`src/rtl/sram_rdy_pkg.sv`:
```
package sram_rdy_pkg;
  typedef enum logic {
    CLK_DUAL   = 1'b0,
    CLK_SINGLE = 1'b1
  } clk_mode_e;

  function automatic int cnt_w(input int limit);
    return (limit < 1) ? 1 : $clog2(limit + 1);
  endfunction
endpackage

```
`src/rtl/sram_rdy_satcnt.sv`:
```
module sram_rdy_satcnt #(
  parameter int LIMIT = 1024
) (
  input  logic clk_i,
  input  logic rst_ni,
  input  logic en_i,
  input  logic clr_i,
  output logic done_o
);
  localparam int W = sram_rdy_pkg::cnt_w(LIMIT);
  localparam logic [W-1:0] LIM_V = W'(LIMIT);

  logic [W-1:0] cnt_q;

  always_ff @(posedge clk_i or negedge rst_ni) begin
    if (!rst_ni)                      cnt_q <= '0;
    else if (clr_i)                   cnt_q <= '0;
    else if (en_i && cnt_q != LIM_V)  cnt_q <= cnt_q + 1'b1;
  end

  assign done_o = (cnt_q == LIM_V);

  // once reached, only clear may take it away (R3 for calibration, R5 for lock)
  assert_done_sticky_R3: assert property (@(posedge clk_i) disable iff (!rst_ni)
    done_o && !clr_i |=> done_o);

  // completion only follows a counted cycle
  assert_done_needs_en_R2: assert property (@(posedge clk_i) disable iff (!rst_ni)
    $rose(done_o) |-> $past(en_i));
endmodule

```
`src/rtl/sram_rdy_wdog.sv`:
```
module sram_rdy_wdog #(
  parameter int TIMEOUT = 64
) (
  input  logic clk_i,
  input  logic rst_ni,
  input  logic tick_i,
  output logic lost_o
);
  localparam int W = sram_rdy_pkg::cnt_w(TIMEOUT);
  localparam logic [W-1:0] TO_V = W'(TIMEOUT);

  logic [W-1:0] idle_q;

  always_ff @(posedge clk_i or negedge rst_ni) begin
    if (!rst_ni)              idle_q <= '0;
    else if (tick_i)          idle_q <= '0;
    else if (idle_q != TO_V)  idle_q <= idle_q + 1'b1;
  end

  assign lost_o = (idle_q == TO_V);

  assert_tick_rearms_R9: assert property (@(posedge clk_i) disable iff (!rst_ni)
    tick_i |=> !lost_o);
endmodule

```
`src/rtl/sram_rdy_mode.sv`:
```
module sram_rdy_mode (
  input  logic clk_i,
  input  logic rst_ni,
  input  logic c_i,
  input  logic cb_i,
  output logic single_o
);
  import sram_rdy_pkg::*;

  clk_mode_e mode_q;
  logic      sampled_q;

  always_ff @(posedge clk_i or negedge rst_ni) begin
    if (!rst_ni) begin
      mode_q    <= CLK_DUAL;
      sampled_q <= 1'b0;
    end else if (!sampled_q) begin
      mode_q    <= (c_i && cb_i) ? CLK_SINGLE : CLK_DUAL;
      sampled_q <= 1'b1;
    end
  end

  assign single_o = (mode_q == CLK_SINGLE);

  assert_mode_frozen_R7: assert property (@(posedge clk_i) disable iff (!rst_ni)
    sampled_q |=> $stable(single_o));
endmodule

```
`src/rtl/sram_rdy_seq.sv`:
```
module sram_rdy_seq #(
  parameter int CAL_CYCLES  = 1024,
  parameter int LOCK_CYCLES = 1024,
  parameter int TIMEOUT     = 64
) (
  input  logic clk_i,
  input  logic rst_ni,
  input  logic k_tick_i,
  input  logic rd_i,
  input  logic c_i,
  input  logic cb_i,
  output logic imp_ready_o,
  output logic dll_locked_o,
  output logic upd_ok_o,
  output logic single_clk_o
);
  logic non_rd;
  logic lost;
  logic upd_q;

  assign non_rd = k_tick_i && !rd_i;

  sram_rdy_satcnt #(.LIMIT(CAL_CYCLES)) u_cal (
    .clk_i  (clk_i),
    .rst_ni (rst_ni),
    .en_i   (non_rd),
    .clr_i  (1'b0),
    .done_o (imp_ready_o)
  );

  sram_rdy_wdog #(.TIMEOUT(TIMEOUT)) u_wdog (
    .clk_i  (clk_i),
    .rst_ni (rst_ni),
    .tick_i (k_tick_i),
    .lost_o (lost)
  );

  sram_rdy_satcnt #(.LIMIT(LOCK_CYCLES)) u_lock (
    .clk_i  (clk_i),
    .rst_ni (rst_ni),
    .en_i   (k_tick_i),
    .clr_i  (lost && !k_tick_i),
    .done_o (dll_locked_o)
  );

  sram_rdy_mode u_mode (
    .clk_i    (clk_i),
    .rst_ni   (rst_ni),
    .c_i      (c_i),
    .cb_i     (cb_i),
    .single_o (single_clk_o)
  );

  always_ff @(posedge clk_i or negedge rst_ni) begin
    if (!rst_ni) upd_q <= 1'b0;
    else         upd_q <= non_rd;
  end

  assign upd_ok_o = upd_q;

  assert_no_upd_after_read_R4: assert property (@(posedge clk_i) disable iff (!rst_ni)
    k_tick_i && rd_i |=> !upd_ok_o);

  assert_no_upd_idle_R4: assert property (@(posedge clk_i) disable iff (!rst_ni)
    !k_tick_i |=> !upd_ok_o);

  assert_loss_unlocks_R6: assert property (@(posedge clk_i) disable iff (!rst_ni)
    lost && !k_tick_i |=> !dll_locked_o);

  assert_read_keeps_ready_R3: assert property (@(posedge clk_i) disable iff (!rst_ni)
    imp_ready_o |=> imp_ready_o);
endmodule

```
`config.mk`:
```
export PLATFORM = sky130hd
export DESIGN_NAME = sram_rdy_seq
export DESIGN_NICKNAME = d
export VERILOG_FILES = /design/src/rtl/sram_rdy_pkg.sv /design/src/rtl/sram_rdy_satcnt.sv /design/src/rtl/sram_rdy_wdog.sv /design/src/rtl/sram_rdy_mode.sv /design/src/rtl/sram_rdy_seq.sv
export SDC_FILE = /design/constraint.sdc
export NUM_CORES = 1
export LEC_CHECK = 0
export BUFFER_PORTS_ARGS = -buffer_cell sky130_fd_sc_hd__buf_2
export CAP_MARGIN = 20
export CORE_UTILIZATION = 50
export DETAILED_ROUTE_END_ITERATION = 10
export HOLD_SLACK_MARGIN = 0.1
export PLACE_DENSITY_LB_ADDON = 0.2
export SETUP_SLACK_MARGIN = 0.05
export SLEW_MARGIN = 5
export SYNTH_ARGS = -nofsm -noshare
export SYNTH_HDL_FRONTEND = slang
export SYNTH_SLANG_ARGS = --single-unit
```
`constraint.sdc`:
```
create_clock -name clk_i -period 1.81 [get_ports clk_i]
set_input_delay 0.2715 -clock clk_i [delete_from_list [all_inputs] [get_ports clk_i]]
set_output_delay 0.2715 -clock clk_i [all_outputs]
set_load 0.01 [all_outputs]
```
# [Word-level counts from Yosys, hierarchy flattened]
# Index checks and enable logic that the tools add are counted.
[totals] ff_bits=32 in_bits=6 out_inout_bits=4 wordCells=29
[op_classes] addsub=3 eq_ne=6 n_mux=5 n_reduce_logical=9
[op_table] op="$add A11 B1 Y11 const B" n=2
[op_table] op="$eq A11 B11 Y1 const B" n=2
[op_table] op="$mux W11" n=2
[op_table] op="$ne A11 B11 Y1 const B" n=2
[op_table] op="$mux W7" n=2
[op_table] op="$add A7 B1 Y7 const B" n=1
[op_table] op="$eq A7 B7 Y1 const B" n=1
[op_table] op="$ne A7 B7 Y1 const B" n=1
[op_table] op="$logic_and A1 B1 Y1" n=5
[op_table] op="$reduce_bool A2 Y1" n=2
[op_table] op="$logic_not A1 Y1" n=2
[op_table] op="$mux W1" n=1

# [Depth between registers and ports, before layout]
# Gate-level depths: netlist of run 1.
[logic_depth] depth_word=4 depth_mapped=6

# [Hierarchy]
# Synthesis of run 1 repeated with hierarchy kept, for this count alone.
[unflattened] hier_cells=191 area_unflattened_um2=1814.2
[modules_own_cells] module="sram_rdy_satcnt (u_cal)" n_inst=1 cells_each=78 area_each_um2=704.4 seq_area_each_um2=275.3
[modules_own_cells] module="sram_rdy_satcnt (u_lock)" n_inst=1 cells_each=64 area_each_um2=621.8 seq_area_each_um2=275.3
[modules_own_cells] module="sram_rdy_wdog" n_inst=1 cells_each=39 area_each_um2=377.9 seq_area_each_um2=175.2
[modules_own_cells] module="sram_rdy_mode" n_inst=1 cells_each=6 area_each_um2=66.3 seq_area_each_um2=50.0
[modules_own_cells] module="sram_rdy_seq" n_inst=1 cells_each=4 area_each_um2=43.8 seq_area_each_um2=25.0

# [Worst setup path before layout of run 1]
# Ideal clock, no wire load.
[synth_path] kind="reg-to-output" startpoint="register u_lock.cnt_q[0]" endpoint="output dll_locked_o" t_arrival_ns=1.462 required_ns=1.539 setup_slack_ns=0.077 path_stages_with_launch=5 path_buffers=0 cell_sequence="dfrtp_1 -> inv_1 -> ha_1 -> or4bb_1 -> nor3_1"
[synth_via] elab_chain_len=1
[synth_rtl] element="start, declared" line="sram_rdy_satcnt.sv:13" rtl="logic [W-1:0] cnt_q;"
[synth_rtl] element="start signal, assigned" line="sram_rdy_satcnt.sv:18" rtl="else if (en_i && cnt_q != LIM_V) cnt_q <= cnt_q + 1'b1;"
[synth_rtl] element="$eq A11 B11 Y1" line="sram_rdy_satcnt.sv:21" rtl="assign done_o = (cnt_q == LIM_V);"
[synth_rtl] element="end, declared" line="sram_rdy_seq.sv:13" rtl="output logic dll_locked_o,"
# Every way passes these cells.

# [Worst setup path after layout of run 1]
[layout_path] startpoint="register u_lock.cnt_q[1]" endpoint="output dll_locked_o"
# Same word-level chain as after synthesis.

==> results of run 1 <==
-- final timing paths --
check	startpoint	to	depth (start not counted)
worst max-delay path	u_lock.cnt_q[1]	dll_locked_o	5
worst min-delay path	cb_i	u_mode.single_o	3
worst max register to register	u_lock.cnt_q[1]	u_lock.cnt_q[0]	7
worst min register to register	u_mode.sampled_q	u_mode.single_o	1
max in group asynchronous	rst_ni	u_lock.cnt_q[3]	2
min in group asynchronous	rst_ni	u_wdog.idle_q[0]	2
-- routing by layer --
| metal | share of wire | global-route usage |
|---|---|---|
| met1 | 0.45 | 0.2482 |
| met2 | 0.50 | 0.3571 |
| met3 | 0.036 | 0.06710 |
| met4 | 0.017 | 0.08306 |
| met5 | 0 | 0 |
-- per-stage QoR --
stage               setup TNS, ns  setup slack [ns]  area (sq um)  total power, mW    util
global placement                0            0.1178          1773            1.584  0.5714
detailed placement              0           0.03513          1773            1.611  0.5714
finish                    -0.1750           -0.1003          2017            2.403  0.6500
CTS                       -0.1245           -0.1245          1946            2.314  0.6270
global route              -0.3812           -0.1725          2017            2.561  0.6500
floorplan                       0           0.07674          1674            1.427       -
-- cell families (layout without fill, tap and decap cells) --
group           after synthesis  after routing  share of synthesized area
other cells                   1              1                   0.002240
flops                        32             32                     0.4783
compound gates               28             28                     0.1076
simple gates                 60             60                     0.2212
buf+inv                      17             44                    0.04783
fa+ha+maj                     6              6                    0.04484
mux                           4              4                    0.02466
xor+xnor                     14             14                    0.07324
-- flip-flops by register name, indices dropped and copies added (netlist names) --
| name | count |
|---|---|
| u_cal.cnt_q | 11 |
| u_lock.cnt_q | 11 |
| u_wdog.idle_q | 7 |
| u_mode.sampled_q | 1 |
| u_mode.single_o | 1 |
| upd_ok_o | 1 |
-- final cells by class --
| type | instances | area (sq um) | share of cell area |
|---|---|---|---|
| Inverter | 11 | 41.29 | 0.02047 |
| Sequential cell | 32 | 803.3 | 0.3983 |
| Timing Repair Buffer | 25 | 175.2 | 0.08685 |
| Clock buffer | 7 | 65.06 | 0.03226 |
| Multi-Input combinational cell | 113 | 847.1 | 0.4200 |
| Clock inverter | 1 | 30.03 | 0.01489 |
| Tap cell | 44 | 55.05 | 0.02730 |
-- what timing repair did --
action | in CTS | in global routing
setup endpoints to repair | 4 | 7
buffers inserted | 6 | 4
cloned | 0 | 0
hold buffers | 1 | 0
resized for setup | 5 | 10
pin swaps | 5 | 3
hold endpoints to repair | 32 | 0
-- cells in the mapped netlist, drive strengths merged, types with 2 or more instances --
cell	n	area share
or4	3	0.016
nor2	7	0.025
o211ai	3	0.013
xnor2	4	0.021
nand2	10	0.022
o21ai	10	0.030
nor4	4	0.015
or3	6	0.022
clkbuf	3	0.0067
nand4	9	0.037
nor3	5	0.015
ha	6	0.045
o31ai	6	0.035
nand3	7	0.021
a21oi	8	0.024
xor2	10	0.052
dfrtp	32	0.48
mux2i	3	0.018
nand2b	2	0.0075
inv	11	0.025
buf	3	0.016
-- worst register-to-register path, delay by kind of cell, from the launching register on --
kind	cells	cell delay [ns]
and+or+nand+nor	1	0.47
DFF	1	0.41
buffers and inverters	3	0.32
AOI/OAI and AO/OA	1	0.25
muxes	1	0.22
adders and majority gates	1	0.11
-- report_power, final --
part	switching, mW	leakage [nW]	total, mW	internal, mW
Sequential	0.175	0.412	1.05	0.870
Clock	0.239	0.0515	0.606	0.367
Combinational	0.378	0.449	0.752	0.373
Total	0.793	0.913	2.40	1.61
==> qor.yml, run 1 <==
antenna_cells: 0
ys_warn_count: 0
slew_violations: 0
fin_crit_sh: 1.055
max_cap_viol_count: 0
fp.dieH_microns: 59.87
ant_nets: 0
violations: "setup timing"
synth_flop_cell: "dfrtp_1"
required_ns: 1.54
synth_cells: 162
placed_cells: 214
critPathBufInv: 2
min_path_type: "in2reg"
rsz0062_at_grt: "true"
nNetsFinal: 200
core_area_sq_um: 3103
synth_async_sr_flop_share: 1.000
arrival_ns: 1.64
syn_nets: 174
ir_drop_mv: 0.7694
rows: 20
wirelength_mm: 3.131
ys_types: 36
skew_ns: 0.008936
worst_pin_slew_ns: 0.7007
antenna_found_initial: 0
die-area_sq_um: 3584
cts_max_level: 2
postLayoutSetupSlackWorst_ns: -0.1003
vias_per_cell: 5.644
path_class: "reg2out"
whs_ns: 0.1843
cp-end-kind: "output port"
cp_slowest_cell: "or4bb_4"
wl_per_cell_microns: 13.44
cp_max_fo: 2
synth-seq-area-share: 0.4783
worst_path_dominant_cell_family: "simple AND/OR/NAND/NOR gates"
grt_max_degree: 33
layout-drive-gt1-share: 0.2593
grt_pass1_vias: 1252
finalSetupViolations: 3
syn_avg_cell_area_sq_um: 10.33
hpwl_mm: 2.091
tritoncts: "done"
root_buffer: "clkbuf_4"
synth_edf_count: 0
n_fill_cell: 264
start_util: 0.5395
area.growth.synth_to_final_pct: 20.48
layout_common_cells: "30 x dfrtp_1, 13 x buf_4, 10 x xor2_1, 10 x o21ai_0, 10 x nand2_1"
io_pins: 10
crit_chain: "inv_2 -> ha_4 -> or4bb_4 -> nor3_2 -> buf_2"
io_buffers: 9
hold_viol: 0
die_w_microns: 59.87
synth_seq_cells: 32
mostFrequentLayoutCell: "dfrtp_1"
clk_path_buf_depth: 2
powerDensity_nw_per_um2: 1191
fmax_mhz: 523.5
track_usage: 0.2111
status: "finished with violations"
overflow: 0
cts.sinks: 32
dr.pass1.iters: 4
first_iter_violations: 41
critPathLaunchType: "register"
slowest_delay_ns: 0.47
leakage_nw: 0.9132
relSlewSlack: 0.5329
clk_latency_ns: 0.33
netlist_area_sq_um: 1674
numCtsBuffers: 5
finalNonFillerCells: 233
clkTransAtPathRegs_ns: 0.09
vias: 1315
grt_pass1_wl_mm: 5.430
rrSetupSlack_ns: -0.04
gp_congestion: 0.7994
drc: 0
period_minus_slack_ns: 1.910
Power figures use the tool's default switching activity.
==> run 2, diff against run 1 <==
ABC_AREA = 1   (was default)
==> run 2 against run 1 <==
Effect of this change: the run now ends clean; maximum frequency rose by 13%; hold slack lost 0.017 ns; first-iteration DRC count increased by 140%; critical path depth is the same; register-to-register slack better by 0.29 ns; power shrank 17%; clock power fell by 2%; synthesized area up 11%; setup slack improved by 0.23 ns; die area grew 11%; sequential share of layout area down 0.84 points; flip-flop and latch count stayed put; highest routed layer unchanged.
==> qor.yml, run 2 <==
hpwl_mm: 2.422  # was 2.091 mm
synth-seq-area-share: 0.4298  # was 0.4783
cp-end-kind: "output port"  # unchanged
grt_pass1_vias: 1393  # was 1,252
cts.sinks: 32  # unchanged
syn_avg_cell_area_sq_um: 7.730  # was 10.33 sq um
clkTransAtPathRegs_ns: 0.07  # was 0.09 ns
syn_nets: 253  # was 174
p_int_mw: 1.343  # was 1.610 mW
worst_path_dominant_cell_family: "flip-flops"  # was simple AND/OR/NAND/NOR gates
synth_cells: 241  # was 162
powerDensity_nw_per_um2: 974.6  # was 1191 nW/um^2
die_w_microns: 63.04  # was 59.87 microns
clk_latency_ns: 0.28  # was 0.33 ns
status: "finished clean"  # was finished with violations
first_iter_violations: 98  # was 41
path_class: "reg2out"  # unchanged
tns_ns: 0  # was -0.1750 ns
wirelength_mm: 3.477  # was 3.131 mm
area.growth.synth_to_final_pct: 10.41  # was 20.48%
clk_path_buf_depth: 2  # unchanged
whs_ns: 0.1669  # was 0.1843 ns
rsz0062_at_grt: "true"  # unchanged
rows: 21  # was 20
synth_common_cells: "75 x nand2_1, 32 x dfrtp_1, 24 x nor2_1, 21 x inv_1, 17 x nand3_1"  # was 32 x dfrtp_1, 11 x inv_1, 10 x nand2_1, 10 x o21ai_0, 10 x xor2_1
power_frac_seq: 0.483  # was 0.435
min_path_type: "in2reg"  # unchanged
place_area_sq_um: 1934  # was 1773 sq um
vias: 1521  # was 1,315
synth_seq_cells: 32  # unchanged
dr.pass1.iters: 4  # unchanged
comb_power_share: 0.220  # was 0.313
fin_crit_sh: 0.9307  # was 1.055
arrival_ns: 1.41  # was 1.64 ns
io_pins: 10  # unchanged
numCtsBuffers: 5  # unchanged
postLayoutSetupSlackWorst_ns: 0.1255  # was -0.1003 ns
synthMostInstantiatedCell: "nand2_1"  # was dfrtp_1
required_ns: 1.54  # about the same
grt_max_degree: 33  # unchanged
p_sw_frac: 0.3300  # about the same
nNetsFinal: 268  # was 200
vias_per_cell: 5.036  # was 5.644
track_usage: 0.2016  # was 0.2111
start_util: 0.5413  # was 0.5395
grt_pass1_wl_mm: 6.099  # was 5.430 mm
ys_warn_count: 0  # unchanged
tritoncts: "done"  # unchanged
slowest_delay_ns: 0.42  # was 0.47 ns
preCtsSetupSlack_ns: 0.2479  # was 0.03513 ns
fp.dieH_microns: 63.04  # was 59.87 microns
root_buffer: "clkbuf_8"  # was clkbuf_4
placed_cells: 292  # was 214
max_cap_viol_count: 0  # unchanged
yosysTopAreaCell: "dfrtp_1"  # unchanged
multi_input_area_sq_um: 939.7  # was 847.1 sq um
synth_top_area_frac: 0.4298  # was 0.4783
ant_nets: 0  # unchanged
fmax_mhz: 593.7  # was 523.5 MHz
critPathLaunchType: "register"  # unchanged
skew_ns: 0.003345  # was 0.008936 ns
antenna_cells: 0  # unchanged
ys_types: 28  # was 36
regArea_sq_um: 802.0  # was 803.3 sq um
synth_flop_cell: "dfrtp_1"  # unchanged
layout-drive-gt1-share: 0.1367  # was 0.2593
wl_per_cell_microns: 11.51  # was 13.44 microns
synthTopCellsByArea: "dfrtp_1 43%, nand2_1 15%, nor2_1 4.8%"  # was dfrtp_1 48%, xor2_1 5.2%, ha_1 4.5%
cp_slowest_cell: "dfrtp_1"  # was or4bb_4
period_minus_slack_ns: 1.684  # was 1.910 ns
drc: 0  # unchanged
gp_congestion: 0.8325  # was 0.7994
ir_drop_mv: 0.6984  # was 0.7694 mV
finalNonFillerCells: 302  # was 233
worst_pin_slew_ns: 0.7278  # was 0.7007 ns
largestRegisters: "u_cal.cnt_q (11), u_lock.cnt_q (11), u_wdog.idle_q (7)"  # unchanged
leakage_nw: 0.9905  # was 0.9132 nW
die-area_sq_um: 3974  # was 3584 sq um
overflow: 0  # unchanged
synth_async_sr_flop_share: 1.000  # unchanged
core_area_sq_um: 3442  # was 3103 sq um
p_switching_mw: 0.6616  # was 0.7929 mW
synth_edf_count: 0  # unchanged
relSlewSlack: 0.5148  # was 0.5329
layout_common_cells: "75 x nand2_1, 31 x dfrtp_1, 24 x nor2_1"  # was 30 x dfrtp_1, 13 x buf_4, 10 x xor2_1, 10 x o21ai_0, 10 x nand2_1
cp_max_fo: 4  # was 2
hold_viol: 0  # unchanged
critPathBufInv: 2  # unchanged
finalSetupViolations: 0  # was 3
final_area_sq_um: 2057  # was 2017 sq um
io_buffers: 9  # unchanged
crit_chain: "inv_1 -> ha_1 -> nand4_1 -> nor2_2 -> buf_2"  # was inv_2 -> ha_4 -> or4bb_4 -> nor3_2 -> buf_2
cts_max_level: 2  # unchanged
slew_violations: 0  # unchanged
n_fill_cell: 321  # was 264
mostFrequentLayoutCell: "nand2_1"  # was dfrtp_1
antenna_found_initial: 0  # unchanged
netlist_area_sq_um: 1863  # was 1674 sq um
clockPowerShare: 0.297  # was 0.252
[run 2: cell count changes after synthesis, moves of 4 or more]
cell / delta
nor2_1: +18
o31ai_1: -5
nor2_4: +5
inv_1: +10
or3_1: -6
nand3_1: +10
nand3b_1: +4
nand2_1: +65
xor2_1: -4
[run 2: final cells by class]
type	instances	area share
clock buffer	7	0.04684
inverter	24	0.04440
multi-input combinational	181	0.4568
sequential	32	0.3899
tap	46	0.02798
timing repair buffer	12	0.03406
[run 2: power groups by stage]
stage	Sequential (mW)	Combinational (mW)	Clock, mW
after floorplan	0.943	0.343	0
after global placement	0.976	0.410	0
after detailed placement	0.982	0.424	0
after CTS	0.969	0.426	0.617
after global routing	0.990	0.517	0.646
final	0.968	0.440	0.596
[run 2: routing by layer]
metal / part of all wire / vias up / wire [microns] / global-route usage
met4: 0.016 / 0 / 57 / 0.07849
met2: 0.46 / 14 / 1593 / 0.3266
met3: 0.024 / 5 / 84 / 0.06022
li1: - / 801 / - / -
met5: 0 / - / 0 / 0
met1: 0.50 / 701 / 1742 / 0.2494
[run 2: worst paths after layout]
path                                  startpoint                to  slack, ns  cells after the start
worst max-delay path              u_cal.cnt_q[0]       imp_ready_o       0.13                      5
min in group asynchronous                 rst_ni  u_wdog.idle_q[5]       0.58                      2
worst min-delay path                        rd_i          upd_ok_o       0.17                      2
worst min register to register  u_mode.sampled_q   u_mode.single_o       0.45                      1
max in group asynchronous                 rst_ni   u_lock.cnt_q[0]       0.72                      2
worst max register to register    u_cal.cnt_q[0]    u_cal.cnt_q[6]       0.25                      5
[run 2: per-stage QoR]
stage            util  power, mW
2_1_floorplan       -      1.286
3_3_place_gp   0.5620      1.386
3_5_place_dp   0.5620      1.405
4_1_cts        0.5951      2.012
5_1_grt        0.5976      2.153
6_report       0.5976      2.005
[run 2: worst register-to-register path: stages, from the launching register on]
cell	delay [ns]
dfrtp_1	0.42
inv_1	0.10
ha_1	0.15
nand4_1	0.15
o21ai_2	0.41
o21ai_0	0.19
[run 2: kinds of logic after synthesis]
kind of cell / count (synthesis) / synth area share
adders and majority gates: 6 / 0.04029
and+or+nand+nor: 148 / 0.3727
AOI/OAI and AO/OA: 18 / 0.05171
DFF: 32 / 0.4298
other: 1 / 0.002013
xor gates and xnor gates: 8 / 0.03761
buffers and inverters: 28 / 0.06581
[run 2: what timing repair did]
item | CTS | global route
gates resized for setup | 0 | 1
setup buffers | 1 | 1
pin swaps | 1 | 3
hold buffers | 1 | 0
endpoints found under the hold margin | 32 | 0
endpoints found under the setup margin | 1 | 2
==> run 3, diff against run 2 <==
CORE_UTILIZATION = 45   (was 50)
==> run 3 against run 2 <==
Effect of this change: critical path depth stayed put; combinational power shrank 5.5%; clock power down 3.5%; first-iteration DRC count is 15% lower; flip-flop and latch count stayed put; die area up 11%; via count is essentially flat; core utilization fell by 8.5 points.
==> qor.yml, run 3 (same netlist as run 2, synthesis figures left out) <==
status: "finished clean"  # unchanged
fmax_mhz: 591.7  # was 593.7 MHz
powerDensity_nw_per_um2: 955.4  # was 974.6 nW/um^2
vias: 1520  # was 1,521
critPathLaunchType: "register"  # unchanged
required_ns: 1.54  # about the same
use_met1: 0.2314  # was 0.2494
cts_max_level: 2  # unchanged
cp-end-kind: "output port"  # unchanged
layout-drive-gt1-share: 0.1367  # unchanged
total_power_mw: 1.959  # was 2.005 mW
grt_max_degree: 33  # unchanged
ir_drop_mv: 0.5651  # was 0.6984 mV
rsz0062_at_grt: "true"  # unchanged
hold_viol: 0  # unchanged
fp.dieH_microns: 66.35  # was 63.04 microns
layout_common_cells: "75 x nand2_1, 31 x dfrtp_1, 24 x nor2_1"  # unchanged
largestRegisters: "u_cal.cnt_q (11), u_lock.cnt_q (11), u_wdog.idle_q (7)"  # unchanged
antenna_cells: 0  # unchanged
hpwl_mm: 2.448  # was 2.422 mm
tns_ns: 0  # unchanged
fin_crit_sh: 0.9338  # was 0.9307
skew_ns: 0.01105  # was 0.003345 ns
antenna_found_initial: 0  # unchanged
n_fill_cell: 383  # was 321
clk_latency_ns: 0.29  # was 0.28 ns
arrival_ns: 1.42  # was 1.41 ns
vias_per_cell: 4.967  # was 5.036
cp_max_fo: 5  # was 4
wl_per_cell_microns: 11.35  # was 11.51 microns
tritoncts: "done"  # unchanged
cts.sinks: 32  # unchanged
finalSetupViolations: 0  # unchanged
finalNonFillerCells: 306  # was 302
min_path_type: "in2reg"  # unchanged
wirelength_mm: 3.472  # was 3.477 mm
die-area_sq_um: 4402  # was 3974 sq um
cp_slowest_cell: "dfrtp_1"  # unchanged
grt_pass1_wl_mm: 6.292  # was 6.099 mm
worst_pin_slew_ns: 0.7119  # was 0.7278 ns
clk_path_buf_depth: 2  # unchanged
path_class: "reg2out"  # unchanged
grt_util_met3: 0.05172  # was 0.06022
relSlewSlack: 0.5254  # was 0.5148
final_area_sq_um: 2051  # was 2057 sq um
io_buffers: 9  # unchanged
first_iter_violations: 83  # was 98
rows: 23  # was 21
max_cap_viol_count: 0  # unchanged
leakage_nw: 0.9853  # was 0.9905 nW
place_area_sq_um: 1939  # was 1934 sq um
clkTransAtPathRegs_ns: 0.07  # about the same
area.growth.synth_to_final_pct: 10.07  # was 10.41%
io_pins: 10  # unchanged
root_buffer: "clkbuf_8"  # unchanged
gr-max-usage-layer: "met2"  # unchanged
nNetsFinal: 267  # was 268
period_minus_slack_ns: 1.690  # was 1.684 ns
crit_chain: "inv_1 -> ha_1 -> nand4_1 -> nor2_2 -> buf_2"  # unchanged
drc: 0  # unchanged
start_util: 0.4657  # was 0.5413
slew_violations: 0  # unchanged
slowest_delay_ns: 0.42  # about the same
core_area_sq_um: 4000  # was 3442 sq um
placed_cells: 296  # was 292
gr-usage-met2: 0.3163  # was 0.3266
overflow: 0  # unchanged
gp_congestion: 0.7708  # was 0.8325
numCtsBuffers: 5  # unchanged
track_usage: 0.1912  # was 0.2016
grt_pass1_vias: 1445  # was 1,393
ant_nets: 0  # unchanged
dr.pass1.iters: 4  # unchanged
die_w_microns: 66.35  # was 63.04 microns
mostFrequentLayoutCell: "nand2_1"  # unchanged
run 3: changes by cell type in the layout (fill, tap and decap cells not counted):
cell,before,now
clkinv_2,1,3
buf_4,2,1
clkbuf_8,7,6
run 3: worst paths after layout:
| check | end | start | depth (start not counted) | slack, ns |
|---|---|---|---|---|
| worst max-delay path | imp_ready_o | u_cal.cnt_q[0] | 5 | 0.12 |
| worst min-delay path | upd_ok_o | rd_i | 2 | 0.16 |
| worst max register to register | u_cal.cnt_q[7] | u_cal.cnt_q[0] | 7 | 0.26 |
| worst min register to register | u_mode.single_o | u_mode.sampled_q | 1 | 0.48 |
| max in group asynchronous | u_lock.cnt_q[0] | rst_ni | 2 | 0.73 |
| min in group asynchronous | u_lock.cnt_q[3] | rst_ni | 2 | 0.57 |
run 3: power breakdown:
part	internal (mW)	switching, mW
registers	0.824	0.144
clock network	0.303	0.272
logic	0.167	0.249
run 3: cell type report:
| class | instances | area (sq um) | area share |
|---|---|---|---|
| well taps | 50 | 62.56 | 0.03051 |
| clock buffers | 6 | 82.58 | 0.04027 |
| flip-flops and latches | 32 | 802.0 | 0.3911 |
| inverters | 24 | 91.34 | 0.04454 |
| multi-input cells | 181 | 939.7 | 0.4582 |
| clock inverters | 2 | 10.01 | 0.004881 |
| repair buffers | 11 | 62.56 | 0.03051 |
run 3: worst max-delay path, delay by kind of cell, from the launching register on:
family,cells,cell delay [ns]
buffers and inverters,2,0.25
adder cells (fa/ha/maj),1,0.14
flip-flops,1,0.42
AND/OR/NAND/NOR,2,0.33
run 3: metrics by stage:
step,hold slack (ns),util,setup slack [ns]
after detailed placement,0.3722,0.4848,0.2288
after global routing,0.1658,0.5127,0.04350
after CTS,0.1564,0.5105,0.05269
final,0.1650,0.5127,0.1198
after global placement,0.3654,0.4848,0.2410
after floorplan,-0.02409,-,0.4321
run 3: what timing repair did:
action,CTS,global route
resized for setup,0,1
hold buffers,1,0
endpoints found under the setup margin,0,2
setup buffers,0,1
endpoints found under the hold margin,32,0
run 3: metal layers:
| metal | vias up | wire length, microns |
|---|---|---|
| li1 | 800 | - |
| met1 | 699 | 1693 |
| met2 | 15 | 1605 |
| met3 | 6 | 108 |
| met4 | 0 | 65 |
| met5 | - | 0 |
